$ cat src/rtl/sdram_cmd_monitor.sv
module sdram_cmd_monitor #(
  parameter int TRCD = 4,
  parameter int TRP  = 4,
  parameter int TRAS = 7,
  parameter int TRFC = 13,
  parameter int TDPL = 2,
  parameter int TRRD = 2,
  parameter int TMRD = 2,
  parameter int CW   = 6
) (
  input  logic        clk,
  input  logic        rst_n,
  input  logic        cs_n,
  input  logic        ras_n,
  input  logic        cas_n,
  input  logic        we_n,
  input  logic [1:0]  ba,
  input  logic [11:0] addr,
  output logic [3:0]  cmd_code,
  output logic        illegal,
  output logic [2:0]  reason,
  output logic [1:0]  bad_bank
);
  localparam int NB = 4;

  localparam logic [3:0] C_DSEL = 4'd0, C_NOP = 4'd1, C_BST = 4'd2, C_RD = 4'd3,
                         C_WR = 4'd4, C_ACT = 4'd5, C_PRE = 4'd6, C_REF = 4'd7,
                         C_MRS = 4'd8, C_RDA = 4'd9, C_WRA = 4'd10, C_PALL = 4'd11;

  localparam logic [2:0] E_NONE = 3'd0, E_CLOSED = 3'd1, E_OPEN = 3'd2, E_NIDLE = 3'd3,
                         E_SPACE = 3'd4, E_APLK = 3'd5, E_BUSY = 3'd6, E_TURN = 3'd7;

  typedef enum logic [2:0] {S_IDLE, S_ACTG, S_ACT, S_RD, S_WR, S_PRE, S_APC} bst_t;

  bst_t          st  [NB];
  bst_t          eff [NB];
  logic [CW-1:0] cnt [NB];
  logic [CW-1:0] ras [NB];
  logic [CW-1:0] rfc, mrd, rrd, bhalf;

  logic [3:0] code;
  logic       bad;
  logic [2:0] why;
  logic [1:0] who;
  logic       any_rd, all_idle, active;
  logic       unused_addr;

  assign unused_addr = ^{addr[11:9], addr[7:3]};
  assign active = (code != C_DSEL) && (code != C_NOP);

  always_comb begin
    if (cs_n) code = C_DSEL;
    else begin
      case ({ras_n, cas_n, we_n})
        3'b111:  code = C_NOP;
        3'b110:  code = C_BST;
        3'b101:  code = addr[8] ? C_RDA : C_RD;
        3'b100:  code = addr[8] ? C_WRA : C_WR;
        3'b011:  code = C_ACT;
        3'b010:  code = addr[8] ? C_PALL : C_PRE;
        3'b001:  code = C_REF;
        default: code = C_MRS;
      endcase
    end
  end

  always_comb begin
    any_rd   = 1'b0;
    all_idle = 1'b1;
    for (int b = 0; b < NB; b++) begin
      case (st[b])
        S_ACTG:      eff[b] = (cnt[b] == '0) ? S_ACT : S_ACTG;
        S_RD, S_WR:  eff[b] = (cnt[b] == '0) ? S_ACT : st[b];
        S_PRE, S_APC: eff[b] = (cnt[b] == '0) ? S_IDLE : st[b];
        default:     eff[b] = st[b];
      endcase
      if (eff[b] == S_RD) any_rd = 1'b1;
      if (eff[b] != S_IDLE) all_idle = 1'b0;
    end
  end

  always_comb begin
    bad = 1'b0;
    why = E_NONE;
    who = ba;
    if (active) begin
      if (rfc != '0 || mrd != '0) begin
        bad = 1'b1; why = E_BUSY;
      end else begin
        case (code)
          C_BST: if (!any_rd) begin bad = 1'b1; why = E_TURN; end
          C_RD, C_RDA, C_WR, C_WRA: begin
            if (eff[ba] == S_APC) begin bad = 1'b1; why = E_APLK; end
            else if (eff[ba] == S_IDLE || eff[ba] == S_PRE) begin bad = 1'b1; why = E_CLOSED; end
            else if (eff[ba] == S_ACTG) begin bad = 1'b1; why = E_SPACE; end
            else if ((code == C_WR || code == C_WRA) && any_rd) begin bad = 1'b1; why = E_TURN; end
          end
          C_ACT: begin
            if (eff[ba] == S_APC) begin bad = 1'b1; why = E_APLK; end
            else if (eff[ba] == S_PRE) begin bad = 1'b1; why = E_SPACE; end
            else if (eff[ba] != S_IDLE) begin bad = 1'b1; why = E_OPEN; end
            else if (rrd != '0) begin bad = 1'b1; why = E_SPACE; end
          end
          C_PRE: begin
            if (eff[ba] == S_APC) begin bad = 1'b1; why = E_APLK; end
            else if (eff[ba] != S_IDLE && eff[ba] != S_PRE && ras[ba] != '0) begin
              bad = 1'b1; why = E_SPACE;
            end
          end
          C_PALL: begin
            for (int b = NB - 1; b >= 0; b--) begin
              if (eff[b] == S_APC) begin bad = 1'b1; why = E_APLK; who = 2'(b); end
              else if (eff[b] != S_IDLE && eff[b] != S_PRE && ras[b] != '0) begin
                bad = 1'b1; why = E_SPACE; who = 2'(b);
              end
            end
          end
          C_REF, C_MRS: begin
            for (int b = NB - 1; b >= 0; b--) begin
              if (eff[b] != S_IDLE) begin bad = 1'b1; why = E_NIDLE; who = 2'(b); end
            end
          end
          default: ;
        endcase
      end
    end
  end

  always_ff @(posedge clk or negedge rst_n) begin
    if (!rst_n) begin
      for (int b = 0; b < NB; b++) begin
        st[b]  <= S_IDLE;
        cnt[b] <= '0;
        ras[b] <= '0;
      end
      rfc      <= '0;
      mrd      <= '0;
      rrd      <= '0;
      bhalf    <= CW'(2);
      cmd_code <= C_DSEL;
      illegal  <= 1'b0;
      reason   <= E_NONE;
      bad_bank <= 2'd0;
    end else begin
      for (int b = 0; b < NB; b++) begin
        st[b]  <= eff[b];
        cnt[b] <= (cnt[b] == '0) ? '0 : cnt[b] - 1'b1;
        ras[b] <= (ras[b] == '0) ? '0 : ras[b] - 1'b1;
      end
      rfc <= (rfc == '0) ? '0 : rfc - 1'b1;
      mrd <= (mrd == '0) ? '0 : mrd - 1'b1;
      rrd <= (rrd == '0) ? '0 : rrd - 1'b1;

      cmd_code <= code;
      illegal  <= bad;
      reason   <= why;
      bad_bank <= bad ? who : 2'd0;

      if (!bad) begin
        case (code)
          C_ACT: begin
            st[ba]  <= S_ACTG;
            cnt[ba] <= CW'(TRCD - 1);
            ras[ba] <= CW'(TRAS - 1);
            rrd     <= CW'(TRRD - 1);
          end
          C_RD:  begin st[ba] <= S_RD;  cnt[ba] <= bhalf; end
          C_WR:  begin st[ba] <= S_WR;  cnt[ba] <= bhalf; end
          C_RDA: begin st[ba] <= S_APC; cnt[ba] <= bhalf + CW'(TRP - 1); end
          C_WRA: begin st[ba] <= S_APC; cnt[ba] <= bhalf + CW'(TDPL + TRP); end
          C_PRE:
            if (eff[ba] != S_IDLE && eff[ba] != S_PRE) begin
              st[ba] <= S_PRE; cnt[ba] <= CW'(TRP - 1);
            end
          C_PALL:
            for (int b = 0; b < NB; b++)
              if (eff[b] != S_IDLE && eff[b] != S_PRE) begin
                st[b] <= S_PRE; cnt[b] <= CW'(TRP - 1);
              end
          C_BST:
            for (int b = 0; b < NB; b++)
              if (eff[b] == S_RD) begin
                st[b] <= S_ACT; cnt[b] <= '0;
              end
          C_REF: rfc <= CW'(TRFC - 1);
          C_MRS: begin
            mrd <= CW'(TMRD - 1);
            if (ba == 2'd0) begin
              case (addr[2:0])
                3'd1: bhalf <= CW'(1);
                3'd2: bhalf <= CW'(2);
                3'd3: bhalf <= CW'(4);
                default: ;
              endcase
            end
          end
          default: ;
        endcase
      end
    end
  end

  AST_DESEL_QUIET: assert property (@(posedge clk) disable iff (!rst_n)
    cs_n |=> (cmd_code == C_DSEL && !illegal));

  AST_READ_NEEDS_ROW: assert property (@(posedge clk) disable iff (!rst_n)
    (code == C_RD && rfc == '0 && mrd == '0 && eff[ba] == S_IDLE) |=> (illegal && reason == E_CLOSED));

  AST_REF_NEEDS_IDLE: assert property (@(posedge clk) disable iff (!rst_n)
    (code == C_REF && rfc == '0 && mrd == '0 && !all_idle) |=> (illegal && reason == E_NIDLE));

  AST_REFRESH_BLOCKS: assert property (@(posedge clk) disable iff (!rst_n)
    (active && rfc != '0) |=> (illegal && reason == E_BUSY));

  AST_MODE_BLOCKS: assert property (@(posedge clk) disable iff (!rst_n)
    (active && mrd != '0) |=> illegal);

  for (genvar gb = 0; gb < NB; gb++) begin : g_bank
    AST_ACT_OPENS: assert property (@(posedge clk) disable iff (!rst_n)
      (code == C_ACT && ba == 2'(gb) && !bad) |=> (st[gb] == S_ACTG || TRCD == 1));
  end
endmodule

$ cat config.mk
export PLATFORM = sky130hd
export DESIGN_NAME = sdram_cmd_monitor
export DESIGN_NICKNAME = d
export VERILOG_FILES = /design/src/rtl/sdram_cmd_monitor.sv
export SDC_FILE = /design/constraint.sdc
export NUM_CORES = 1
export LEC_CHECK = 0
export ABC_AREA = 1
export ABC_CLOCK_PERIOD_IN_PS = 7900
export BUFFER_PORTS_ARGS = -buffer_cell sky130_fd_sc_hd__buf_2
export CELL_PAD_IN_SITES_DETAIL_PLACEMENT = 1
export CELL_PAD_IN_SITES_GLOBAL_PLACEMENT = 1
export CORE_ASPECT_RATIO = 0.6
export CORE_MARGIN = 4
export CORE_UTILIZATION = 49
export DETAILED_ROUTE_END_ITERATION = 7
export PLACE_DENSITY = 0.84
export SYNTH_ARGS = -nofsm -noshare
export SYNTH_HDL_FRONTEND = slang
export SYNTH_SLANG_ARGS = --single-unit
$ cat constraint.sdc
create_clock -name clk -period 7.9 [get_ports clk]
set_input_delay 1.58 -clock clk [delete_from_list [all_inputs] [get_ports clk]]
set_output_delay 1.58 -clock clk [all_outputs]
set_load 0.01 [all_outputs]
## After elaboration in Yosys (flattened, before gate mapping)

Index checks and enable logic that the tools add are counted.

| operators by class | value |
|---|---|
| add/sub/neg operators | 13 |
| $lt $le $gt $ge | 2 |
| equal/unequal tests | 57 |
| mux-type cells | 148 |
| bitwise gates (word level) | 23 |
| reductions and logical operators | 57 |

Operators with widths:

| kind | number |
|---|---|
| $mux 6 | 28 |
| $pmux 24 s7 | 1 |
| $mux 3 | 43 |
| $mux 24 | 4 |
| $pmux 12 s7 | 1 |
| $bwmux 24 | 3 |
| $eq 3x3->1 const B | 22 |
| $logic_not 6->1 | 11 |
| $sub 6x1->6 const B | 11 |
| $reduce_bool 6->1 | 8 |
| $mux 2 | 20 |
| $or 8x8->8 | 5 |
| $eq 3x2->1 const B | 12 |
| $pmux 3 s3 | 4 |
| $and 16x16->16 | 2 |
| $not 16->16 | 2 |
| $mux 1 | 29 |
| $pmux 4 s7 | 1 |
| $mux 12 | 2 |
| $reduce_or 2->1 | 11 |
| $eq 3x1->1 const B | 7 |
| $pmux 3 s6 | 1 |
| $pmux 6 s3 | 1 |
| $reduce_bool 3->1 | 6 |
| other kinds (30) | 65 |

| storage, ports and cells | value |
|---|---|
| register bits | 94 |
| bits of input ports | 20 |
| output and inout bits | 10 |

## Logic depth before layout (Yosys ltp)

| logic depth | value |
|---|---|
| word-level depth | 19 |
| gate-level depth with buffers | 24 |
| gate-level depth less buffers | 23 |

## Worst setup path after synthesis

Ideal clock, no wire load.

| timing | value |
|---|---|
| path kind | input-to-reg |
| start | input ba[0] |
| end | register cnt[15] (netlist bit) |
| setup time | 120 ps |
| arrival | 3335 ps |
| required time | 7780 ps |
| slack | 4444 ps |
| stages on the path | 21 |
| path buffers | 4 |
| path through | buf_2 -> inv_1 -> nor2_1 -> buf_2 -> nand3_1 -> nand2_1 -> inv_1 -> nand2_1 -> nor2_1 -> nand2_1 -> nand2_2 -> nor2_1 -> nor2_1 -> nand2_1 -> nand2_1 -> nand2_1 -> nand2_4 -> buf_6 -> buf_6 -> nand2_1 -> o21ai_2 |

| on the way | value |
|---|---|
| word-level cells in the longest chain between the ends | 13 |
| elaborated cells on any way between the ends | 41 |

RTL lines:

| item | RTL line | source |
|---|---|---|
| from (decl) | 17 | `input logic [1:0] ba,` |
| $not 2->3 (not written as such) (*) | n/a |  |
| $bmux 3 s2 | n/a |  |
| $mux 3 (not written as such) (2 in a row) | n/a |  |
| $ne 3x3->1 or $reduce_bool 3->1 (tied branches) | 106, 172, 101 |  |
| $logic_and 1x1->1 | 106, 172 |  |
| $logic_and 1x1->1 | 106 | `else if (eff[ba] != S_IDLE && eff[ba] != S_PRE && ras[ba] != '0) begin` |
| $mux 1 | 106 |  |
| $mux 1 | 105 | `if (eff[ba] == S_APC) begin bad = 1'b1; why = E_APLK; end` |
| $pmux 1 s6 | 90 | `case (code)` |
| $mux 1 | 87 | `if (rfc != '0 \|\| mrd != '0) begin` |
| $mux 1 | 86 | `if (active) begin` |
| $mux 24 (*) | 159 | `if (!bad) begin` |
| to (signal, indexed assignment) | 147 | `cnt[b] <= (cnt[b] == '0) ? '0 : cnt[b] - 1'b1;` |
| to (signal, indexed assignment) | 163 | `cnt[ba] <= CW'(TRCD - 1);` |
| to (decl) | 37 | `logic [CW-1:0] cnt [NB];` |

Mark *: on every way between the ends. The rest lies on a longest branch, timed or not. The select of a mux whose other input is x is not followed.
A chain may end at the register's enable or synchronous reset.

## Worst setup path in the final report

| timing | value |
|---|---|
| start | input ba[0] |
| end | register cnt[13] (netlist bit) |

| on the way | value |
|---|---|
| word-level cells in the longest chain between the ends | 13 |
| elaborated cells on any way between the ends | 40 |

RTL lines:

| item | RTL line | source |
|---|---|---|
| $not 2->3 (not written as such) (*) | n/a |  |
| $bmux 3 s2 | n/a |  |
| $mux 3 (not written as such) (2 in a row) | n/a |  |
| $ne 3x3->1 or $reduce_bool 3->1 (tied branches) | 106, 101 |  |
| $logic_and 1x1->1 (2 in a row) | 106 |  |
| $mux 1 | 106 |  |
| $mux 1 | 105 |  |
| $pmux 1 s6 (*) | 90 |  |
| $mux 1 (*) | 87 |  |
| $mux 1 (*) | 86 |  |
| via bad | 42 | `logic bad;` |
| $mux 24 (*) | 159 |  |

Mark *: on every way through the listed nets, which the timed path passes. The rest lies on a longest branch. The select of a mux whose other input is x is not followed.

==> metrics.md <==
| Metric | Value |
|---|---|
| Result of the run | `completed` |
| Clock transition at the registers of the reported paths | `0.08 ns` |
| Top cells by area, synth | `dfrtp_1 (28%), nand2_1 (12%), inv_1 (8.5%)` |
| Worst max-slew margin expressed relative to the limit | `30.66%` |
| Hold buffers post-CTS | `0` |
| Setup crit start kind | `primary input` |
| Pin count of the biggest net entering global routing | `68` |
| Worst reg2reg path depth | `22` |
| Core outline area | `between 0.015 and 0.02 mm^2` |
| Initial antenna violation count | `0` |
| Port buffer count | `21` |
| Main combinational cell family by area after synthesis | `simple AND/OR/NAND/NOR gates` |
| Final setup fails | `0` |
| Die Y-Extent | `107.6 um` |
| Portion of netlist area occupied by mux cells | `0%` |
| Placer's final routability congestion estimate | `roughly 0.9` |
| Number of synthesized flops with an enable pin | `0` |
| Count of yosys warnings during synthesis | `0` |
| Area share of and/or/nand/nor cells after synthesis | `roughly 34%` |
| Yosys cell types | `52` |
| First-pass iteration count of the detailed router | `5` |
| Count of instances resized after the clock tree is built | `0` |
| Max rail drop VDD | `roughly 0.15 mV` |
| Top flip-flop cell by instance count after synthesis | `dfrtp_1` |
| Data required time of the worst path | `around 8.2 ns` |
| Origin of the critical flop-to-flop path | `cnt[12]` |
| Count of nets after finishing | `around 1300` |
| Reg-to-reg critical path endpoint | `cnt[13]` |
| First-pass GRT wire length | `approximately 47000 um` |
| Mapped Cells | `1276` |
| Pin slew with the least headroom to its limit | `just over 1 ns` |
| Max-capacitance violation count | `0` |
| Sequential cell area fraction in the yosys report | `between 20% and 30%` |
| Share of cells above drive strength 1 | `8.444%` |
| Overall overflow remaining after global route | `0` |
| Top achievable clock speed | `just under 200 MHz` |
| Initial Util | `about half` |
| Worst reg-to-reg setup slack | `~3.6 ns` |
| Fill cells | `approximately 2300` |
| Vias per Instance | `~6` |
| Number of synthesized register bits | `just over 90` |
| Area leader, netlist | `dfrtp_1` |
| P&R area growth vs syn | `6.612%` |
| Number of buffers inserted by post-CTS setup repair | `0` |
| Maximum level of the CTS H-tree | `3` |
| Total half-perimeter wirelength after legalization and detailed placement | `~21000 um` |
| Clock buffer count from CTS | `9` |
| Vias in the first global route | `slightly below 9000` |
| Worst-Skew Late Latency | `0.37 ns` |
| Total global routing track utilization | `31.51%` |
| Min setup slack post-route | `between 2 and 3 ns` |
| Clock root buffer | `clkbuf_16` |
| Synth Cell Area | `between 0.008 and 0.009 mm^2` |
| Final period util | `64.53%` |
| Area enclosed by the die boundary | `approximately 0.019 mm^2` |
| Unrepaired setup endpoints after global routing | `false` |
| Final min period | `5.097 ns` |
| Signal arrival time at the worst endpoint | `roughly 5.4 ns` |
| Initial detailed-routing violation count | `between 700 and 800` |
| Critical path peak fanout | `67` |
| Startpoint of the lowest-slack hold path | `mrd[0]` |
| Type of the tightest min-delay check | `flip-flop to flip-flop` |
| Post-route setup TNS | `0 ns` |
| Max Buffers Root-to-Sink | `2` |
| Net Count, Synth | `around 1300` |
| Share of the synthesized area in compound gates (AO/OA/AOI/OAI) | `between 20% and 30%` |
| Number of clock sinks | `91` |
| Adder-Cell Fraction of Synth Area | `about 3.1%` |
| Worst setup slack after placement | `~2.6 ns` |
| Top-level port count | `30` |
| Core Rows | `36` |
| Count of final hold-check violations | `0` |
| Count of unresolved DRC violations after routing | `0` |
| Total Routed Length | `between 20000 and 30000 um` |
| Mean instance size in the synthesized netlist | `between 6 and 7 um^2` |
| Area share of the leading cell type in the synthesized netlist | `~28%` |
| Endpoint type of the worst setup path | `flip-flop` |
| Number of inserted diodes | `0` |
| Post-synth ARST share | `between 90% and 100%` |
| Power density over the cells | `between 300 and 400 mW/mm^2` |
| Slew Viols, Final | `0` |
| Worst setup skew after layout | `roughly 0.013 ns` |
| Fraction of synthesized cell area in xor and xnor cells | `around 2.1%` |
| Residual antenna-violating net count after detailed routing | `0` |
| Clock tree from TritonCTS | `built` |
| Crit Path Category | `primary input to flip-flop` |
| Via count | `~8900` |
| Die span in x | `174.0 um` |
| Static power due to leakage | `approximately 4.4 nW` |
| Detail-routed net length per standard cell | `19.68 um` |
| Hold path endpoint | `mrd[0]` |
| Depth of the worst hold-timing path | `1` |
[layout make-up]
type	count	area, um^2	share of cell area (%)
inverters	191	716.9	8.303
repair buffers	34	205.2	2.376
multi-input cells	947	4871	56.41
clock inverters	6	72.57	0.8405
flip-flops and latches	91	2278	26.39
clock buffers	10	229.0	2.652
well taps	209	261.5	3.029
[through the flow]
stage	util, %	instance area [um^2]	total power, W	instances	hold WS, ns
after floorplan	-	8099	0.002233	1276	0.4397
after global placement	51.39	8333	0.002640	1472	0.4598
after detailed placement	51.39	8333	0.002747	1472	0.4969
after CTS	53.25	8635	0.003235	1488	0.5065
after global routing	53.25	8635	0.003572	1488	0.5227
final	53.25	8635	0.003270	1488	0.4960
[logic make-up after synthesis]
group | Yosys count
AO/OA/AOI/OAI | 287
XOR/XNOR | 19
adder cells (fa/ha/maj) | 20
buffers and inverters | 238
flip-flops | 91
AND/OR/NAND/NOR | 621
[cell usage after synthesis (3+ instances only)]
| cell | number |
|---|---|
| nor2_2 | 9 |
| or2_2 | 9 |
| nor2_4 | 4 |
| dfrtp_1 | 90 |
| nand3_2 | 10 |
| inv_1 | 183 |
| o22ai_1 | 6 |
| a221oi_1 | 3 |
| buf_1 | 4 |
| o21ai_0 | 127 |
| nor3_1 | 23 |
| nand3_1 | 92 |
| o31ai_1 | 25 |
| nor2_1 | 162 |
| o311ai_0 | 3 |
| a21oi_1 | 46 |
| ha_1 | 20 |
| nand2_4 | 3 |
| o221ai_1 | 5 |
| a211oi_1 | 4 |
| nand4_1 | 21 |
| o21ai_1 | 20 |
| nand2_2 | 5 |
| xor2_1 | 17 |
| o211ai_1 | 8 |
| nand2_1 | 269 |
| clkbuf_1 | 27 |
| o21ai_2 | 3 |
| buf_6 | 5 |
| o32ai_1 | 7 |
| inv_2 | 8 |
| a31oi_1 | 23 |
| nand3b_1 | 6 |
| buf_2 | 8 |
[report_power, final]
part           leakage [nW]  internal (W)  switching [W]  total, W
combinational          3.11      0.000598        0.00136   0.00196
sequential             1.13      0.000672       0.000166  0.000838
clock                 0.149      0.000251       0.000223  0.000474
[worst max path at each step]
stage / to / start / cells after the start / slack [ns]
detailed placement: cnt[13] / ba[0] / 21 / 2.57
CTS: st[1] / ba[0] / 21 / 2.93
global route: st[1] / ba[0] / 21 / 2.63
global placement: st[1] / ba[0] / 20 / 2.73
floorplan: cnt[15] / ba[0] / 21 / 4.44
finish: cnt[13] / ba[0] / 21 / 2.80
[sequential cells by signal, summed over array words and instances, names as in the netlist]
register  count
cnt          24
ras          24
st           12
mrd           6
rfc           6
rrd           6
cmd_code      4
bhalf         3
reason        3
bad_bank      2
illegal       1
[critical path, stage by stage]
cell	delay [ns]
buf_2	0.15
nand2_1	0.09
buf_4	0.29
inv_2	0.25
nand3_1	0.24
nand2_1	0.08
inv_1	0.06
nand2_1	0.09
nor2_1	0.15
nand2_1	0.11
nand2_2	0.39
nor2_1	0.14
nor2_1	0.13
nand2_1	0.06
nand2_1	0.07
nand2_1	0.09
nand2_4	0.59
buf_4	0.39
inv_2	0.18
nand2_1	0.10
nand2_1	0.07
[routing by layer]
layer / GRT usage (%) / vias up / part of all wire (%)
met3: 5.511 / 45 / 7.8
met5: 0 / - / 0
met1: 46.86 / 4315 / 48
li1: - / 4216 / -
met4: 6.719 / 0 / 1.7
met2: 48.09 / 329 / 43
[placed cells by master (no fill, tap or decap), types with 5 or more instances in the layout]
| master | n |
|---|---|
| or2_2 | 9 |
| dfrtp_1 | 90 |
| nand3_2 | 10 |
| buf_2 | 20 |
| o32ai_1 | 7 |
| inv_1 | 183 |
| o31ai_1 | 25 |
| nand2_2 | 5 |
| o22ai_1 | 6 |
| o21ai_1 | 20 |
| o21ai_0 | 127 |
| a31oi_1 | 23 |
| nor2_2 | 10 |
| o211ai_1 | 8 |
| nor3_1 | 22 |
| xor2_1 | 17 |
| a21oi_1 | 46 |
| o221ai_1 | 5 |
| nand4_1 | 21 |
| clkbuf_16 | 9 |
| nand2_1 | 269 |
| nand3b_1 | 6 |
| inv_2 | 8 |
| buf_4 | 14 |
| nand3_1 | 92 |
| ha_1 | 20 |
| nor2_1 | 161 |
Power figures use the tool's default switching activity.
